--- config.mk ---
export PLATFORM = sky130hd
export DESIGN_NAME = dma_stream_fifo
export DESIGN_NICKNAME = d
export VERILOG_FILES = /design/src/rtl/dsf_pkg.sv /design/src/rtl/dsf_store.sv /design/src/rtl/dsf_burst_ctl.sv /design/src/rtl/dsf_err.sv /design/src/rtl/dma_stream_fifo.sv
export SDC_FILE = /design/constraint.sdc
export NUM_CORES = 1
export LEC_CHECK = 0
export BUFFER_PORTS_ARGS = -buffer_cell sky130_fd_sc_hd__buf_2
export CAP_MARGIN = 25
export CORE_ASPECT_RATIO = 0.6
export CORE_MARGIN = 3
export CORE_UTILIZATION = 50
export DETAILED_ROUTE_END_ITERATION = 7
export GPL_TIMING_DRIVEN = 0
export PLACE_DENSITY = 0.7
export SKIP_CTS_REPAIR_TIMING = 1
export SKIP_LAST_GASP = 1
export SLEW_MARGIN = 30
export SYNTH_ARGS = -nofsm -noshare
export SYNTH_HDL_FRONTEND = slang
export SYNTH_SLANG_ARGS = --single-unit
--- constraint.sdc ---
create_clock -name clk -period 3.5 [get_ports clk]
set_input_delay 0.7 -clock clk [delete_from_list [all_inputs] [get_ports clk]]
set_output_delay 0.7 -clock clk [all_outputs]
set_load 0.03 [all_outputs]
--- src/rtl/dsf_pkg.sv ---
package dsf_pkg;

   typedef enum logic {
      PATH_DIRECT   = 1'b0,
      PATH_BUFFERED = 1'b1
   } path_mode_e;

   // Words that must be stored before a burst may start, for a quarter-step selector.
   function automatic int unsigned thresh_words(input logic [1:0] sel, input int unsigned depth);
      return ((int'(sel) + 1) * depth) / 4;
   endfunction

endpackage

--- src/rtl/dsf_store.sv ---
module dsf_store #(
   parameter int DATA_W = 32,
   parameter int DEPTH  = 4,
   localparam int PTR_W = (DEPTH > 1) ? $clog2(DEPTH) : 1,
   localparam int CNT_W = $clog2(DEPTH + 1)
) (
   input  logic              clk,
   input  logic              rst_n,
   input  logic              push,
   input  logic              pop,
   input  logic [DATA_W-1:0] wdata,
   output logic [DATA_W-1:0] rdata,
   output logic [CNT_W-1:0]  occ,
   output logic              full,
   output logic              empty
);

   logic [DATA_W-1:0] mem [DEPTH];
   logic [PTR_W-1:0]  wr_ptr, rd_ptr, wr_nxt, rd_nxt;

   generate
      if ((DEPTH & (DEPTH - 1)) == 0) begin : g_pow2
         assign wr_nxt = wr_ptr + 1'b1;
         assign rd_nxt = rd_ptr + 1'b1;
      end else begin : g_wrap
         assign wr_nxt = (wr_ptr == PTR_W'(DEPTH - 1)) ? '0 : wr_ptr + 1'b1;
         assign rd_nxt = (rd_ptr == PTR_W'(DEPTH - 1)) ? '0 : rd_ptr + 1'b1;
      end
   endgenerate

   always_ff @(posedge clk) begin
      if (push) mem[wr_ptr] <= wdata;
   end

   always_ff @(posedge clk or negedge rst_n) begin
      if (!rst_n) begin
         wr_ptr <= '0;
         rd_ptr <= '0;
         occ    <= '0;
      end else begin
         if (push) wr_ptr <= wr_nxt;
         if (pop)  rd_ptr <= rd_nxt;
         case ({push, pop})
            2'b10:   occ <= occ + 1'b1;
            2'b01:   occ <= occ - 1'b1;
            default: occ <= occ;
         endcase
      end
   end

   assign rdata = mem[rd_ptr];
   assign full  = (occ == CNT_W'(DEPTH));
   assign empty = (occ == '0);

endmodule

--- src/rtl/dsf_burst_ctl.sv ---
module dsf_burst_ctl #(
   parameter int DEPTH = 4,
   localparam int CNT_W = $clog2(DEPTH + 1)
) (
   input  logic             clk,
   input  logic             rst_n,
   input  logic             buffered,
   input  logic [CNT_W-1:0] thr_words,
   input  logic [CNT_W-1:0] occ,
   input  logic             flush,
   input  logic             dst_ready,
   output logic             dst_vld,
   output logic             pop,
   output logic             flushing,
   output logic             done,
   output logic [CNT_W-1:0] left
);

   logic             at_thr, launch;
   logic [CNT_W-1:0] len;

   assign at_thr  = (occ >= thr_words);
   assign launch  = (left == '0) && (at_thr || (flushing && occ != '0));
   assign len     = at_thr ? thr_words : occ;
   assign dst_vld = buffered && ((left != '0) || launch);
   assign pop     = dst_vld && dst_ready;
   assign done    = flushing && (occ == '0);

   always_ff @(posedge clk or negedge rst_n) begin
      if (!rst_n) begin
         left     <= '0;
         flushing <= 1'b0;
      end else begin
         if (pop) left <= (left != '0) ? left - 1'b1 : len - 1'b1;
         if (flush)     flushing <= 1'b1;
         else if (done) flushing <= 1'b0;
      end
   end

endmodule

--- src/rtl/dsf_err.sv ---
module dsf_err (
   input  logic clk,
   input  logic rst_n,
   input  logic overrun,
   input  logic clr,
   input  logic enable,
   output logic flag,
   output logic irq
);

   always_ff @(posedge clk or negedge rst_n) begin
      if (!rst_n)       flag <= 1'b0;
      else if (overrun) flag <= 1'b1;
      else if (clr)     flag <= 1'b0;
   end

   assign irq = flag && enable;

endmodule

--- src/rtl/dma_stream_fifo.sv ---
module dma_stream_fifo #(
   parameter int DATA_W = 32,
   parameter int DEPTH  = 4
) (
   input  logic              clk,
   input  logic              rst_n,
   input  logic              cfg_wr,
   input  logic              cfg_mode,
   input  logic [1:0]        cfg_thresh,
   input  logic              cfg_err_en,
   input  logic              src_valid,
   output logic              src_ready,
   input  logic [DATA_W-1:0] src_data,
   output logic              dst_valid,
   input  logic              dst_ready,
   output logic [DATA_W-1:0] dst_data,
   input  logic              flush,
   input  logic              err_clr,
   output logic              err_irq,
   output logic              done
);

   import dsf_pkg::*;

   localparam int CNT_W = $clog2(DEPTH + 1);

   generate
      if (DEPTH < 4 || (DEPTH % 4) != 0) begin : g_bad_depth
         $error("dma_stream_fifo: DEPTH must be a positive multiple of 4");
      end
      if (DATA_W < 1) begin : g_bad_width
         $error("dma_stream_fifo: DATA_W must be at least 1");
      end
   endgenerate

   path_mode_e        mode_q;
   logic [1:0]        thr_q;
   logic              ie_q;
   logic [CNT_W-1:0]  thr_words, occ, left_q;
   logic              buffered, full, empty, flushing;
   logic              push, pop, dst_vld_b, overrun, cfg_take, err_flag;
   logic [DATA_W-1:0] rdata;

   assign buffered  = (mode_q == PATH_BUFFERED);
   assign thr_words = CNT_W'(thresh_words(thr_q, DEPTH));
   assign cfg_take  = cfg_wr && empty && (left_q == '0) && !flushing;

   always_ff @(posedge clk or negedge rst_n) begin
      if (!rst_n) begin
         mode_q <= PATH_BUFFERED;
         thr_q  <= 2'd1;
         ie_q   <= 1'b0;
      end else if (cfg_take) begin
         mode_q <= path_mode_e'(cfg_mode);
         thr_q  <= cfg_thresh;
         ie_q   <= cfg_err_en;
      end
   end

   assign src_ready = buffered ? (!full && !flushing) : dst_ready;
   assign push      = buffered && src_valid && src_ready;
   assign overrun   = buffered && src_valid && full;
   assign dst_valid = buffered ? dst_vld_b : src_valid;
   assign dst_data  = buffered ? rdata : src_data;

   dsf_store #(.DATA_W(DATA_W), .DEPTH(DEPTH)) store_i (
      .clk   (clk),
      .rst_n (rst_n),
      .push  (push),
      .pop   (pop),
      .wdata (src_data),
      .rdata (rdata),
      .occ   (occ),
      .full  (full),
      .empty (empty)
   );

   dsf_burst_ctl #(.DEPTH(DEPTH)) burst_i (
      .clk       (clk),
      .rst_n     (rst_n),
      .buffered  (buffered),
      .thr_words (thr_words),
      .occ       (occ),
      .flush     (flush),
      .dst_ready (dst_ready),
      .dst_vld   (dst_vld_b),
      .pop       (pop),
      .flushing  (flushing),
      .done      (done),
      .left      (left_q)
   );

   dsf_err err_i (
      .clk     (clk),
      .rst_n   (rst_n),
      .overrun (overrun),
      .clr     (err_clr),
      .enable  (ie_q),
      .flag    (err_flag),
      .irq     (err_irq)
   );

endmodule

==> metrics <==
outcome=completed; Crit. path cell count=7; Seq/Total Area, Yosys=0.687; met3 Use GR=0.0558; Max IR drop VDD=0.359 mV; Reg clk slew, reported paths=0.06 ns; vias per cell=5.34; final WL=11.2 mm; Post-synth EDFFs=128; met1 Use GR=0.250; Yosys reg bits=144; Syn Area/Cell=20.9 sq um; initial antenna violation count=0; Yosys Warn Count=0; CP Max Fanout=6; Worst path top cell family by delay=compound AO/OA/AOI/OAI gates; Clock Root Buffer=clkbuf_16; Die Width=149 microns; synthesis-to-layout area growth=20.5%; H-tree depth=4; fraction of layout cells with a size suffix above 1=0.491; CP Capture Type=primary output; vias=3,037; Routed Antenna Nets=0; Remaining Overflow, GRT=0; Inserted Clock Buffers=17; met2 usage=0.262; FMAX=328 MHz; worst reg-to-reg path cell count=12; drt drc=0; Syn Nets=350; area leader, netlist=edfxtp_1; asr flop ratio synth=0.111; Worst path max stage delay=0.56 ns; die height=92.1 microns; Site Rows=30; Post-Route Utilization=0.638; Top Ports=79; most used routing layer=met2; Synth top area share=0.622; first-pass GRT wire length=17.7 mm; fill count=838; setup violators final=0; slowest CP cell=dfstp_2; HP Class=in -> async; count leader, synth=edfxtp_1; Slew @ Worst Pin=0.423 ns; Initial Utilization=0.529; GP Congestion=0.770; CP Cell Sequence=ha_1, inv_1, ha_1, a21o_1, a31oi_4, a41oi_1, buf_2; cell repeated most along the worst path=ha_1; synthesized instance count=296; Leak Pwr=2.69 nW; Wirelength per Cell=19.7 microns; # diodes=0; first-pass iteration count of the detailed router=4; DRT iter0 DRCs=196; Final Max Slew Viols=0; Required @ worst endpoint=2.80 ns; post-synth cell types=36; synth top area cells=edfxtp_1 (62%), mux4_2 (10%), mux2_4 (7.0%), dfrtp_1 (5.7%), ha_1 (2.0%); Final Skew=0.0138 ns; Buf/Inv on CP=2; WP data arrival=2.34 ns; Min Clock Period, post-route=3.04 ns; Slew HR=0.718; Commonest cells post-synth=edfxtp_1 (128), mux2_4 (29), mux4_2 (28); reg-to-reg setup timing slack=0.64 ns; Final TNS setup=0 ns; Final nets=451; pin count of the biggest net entering global routing=21; # port buffers=78; Max Cap Violations=0; hpwl dp=7.29 mm; Startpoint Class=register; unrepaired setup endpoints after global routing=no; Finished Layout Cells=569; clk buf depth=2; Placed Cells incl. Taps=538; gr usage total=0.175; Core ar.=0.0117 sq mm; Crit Path Class=reg -> out; Post-synth top flop=edfxtp_1; period utilization=0.870; CTS Sinks=144; pwr/cell area=501 mW/mm^2; worst skew pair latency=0.41 ns; Die Area=0.0138 sq mm; CTS tree=yes; cell area after synthesis=0.00618 sq mm; Fin. Hold Viols=0; vias in the first global route=3,156
==> final cells by class <==
class	count	area, sq um	share of cell area
Sequential cell	144	4250	0.571
Multi-Input combinational cell	129	1780	0.240
Timing Repair Buffer	82	493	0.0662
Clock buffer	17	425	0.0572
Tap cell	160	200	0.0269
Clock inverter	14	143	0.0192
Buffer	13	114	0.0153
Inverter	10	37.5	0.00504
==> power breakdown <==
part	switching (mW)	internal (mW)	leakage, nW	total, mW
sequential	0.0000000000000000106	1.87	1.35	1.87
combinational	0.0861	0.0536	1.08	0.140
clock	0.675	1.04	0.267	1.72
==> metal layers <==
metal | share of wire | up-vias | wire, microns
met5 | 0 | - | 0
met4 | 0.0031 | 0 | 35
met3 | 0.081 | 2 | 911
met2 | 0.47 | 114 | 5280
met1 | 0.44 | 1519 | 4980
li1 | - | 1402 | -
==> logic make-up after synthesis <==
family | count (synthesis) | share of synthesized area
xor gates and xnor gates | 6 | 0.00851
muxes | 73 | 0.211
AOI/OAI and AO/OA | 13 | 0.0178
buffers and inverters | 23 | 0.0245
adders and majority gates | 11 | 0.0235
and+or+nand+nor | 26 | 0.0271
DFF | 144 | 0.687
==> cell usage in the layout, fill, tap and decap left out, types with 2 or more instances in the layout <==
cell type	count
and2_2	4
a31oi_4	2
dfstp_2	2
clkinvlp_4	4
buf_2	85
clkinv_4	2
mux2_4	29
clkinv_2	2
xnor2_1	3
ha_1	10
mux4_1	4
buf_12	4
a21oi_1	3
clkbuf_16	17
dfrtp_1	14
mux4_2	28
inv_1	10
mux2i_1	2
clkbuf_1	2
nand4b_1	2
xor2_1	3
nand2_1	4
bufinv_16	2
nand4_1	2
clkinv_1	2
nand2b_1	2
inv_6	2
o21ai_0	3
and2_1	2
nor2_1	5
edfxtp_1	128
mux2_2	10
buf_16	3
==> through the flow <==
stage	setup WS [ns]	cell area [sq um]	total power, mW	hold WS (ns)
6_report	0.455	7440	3.73	0.215
5_1_grt	0.337	7440	3.86	0.230
4_1_cts	0.428	7440	3.78	0.208
3_5_place_dp	0.664	6880	2.05	0.496
3_3_place_gp	0.461	6770	2.04	0.479
2_1_floorplan	0.927	6180	1.98	0.404
==> final timing paths <==
kind / to / start
setup / recovery: dst_valid / thr_q[0]
hold / removal: thr_q[1] / rst_n
setup reg to reg: store_i.occ[2] / thr_q[0]
hold reg to reg: ie_q / ie_q
max in group asynchronous: buffered / rst_n
min in group clk: burst_i.flushing / flush
==> flip-flops by register name, summed over array words and instances (netlist names) <==
name and cells:
store_i.occ 3, store_i.wr_ptr 2, store_i.mem 128, thr_q 2, ie_q 1, buffered 1, store_i.rd_ptr 2, err_i.flag 1
burst_i.left 3, burst_i.flushing 1
(Power assumes the default switching activity.)
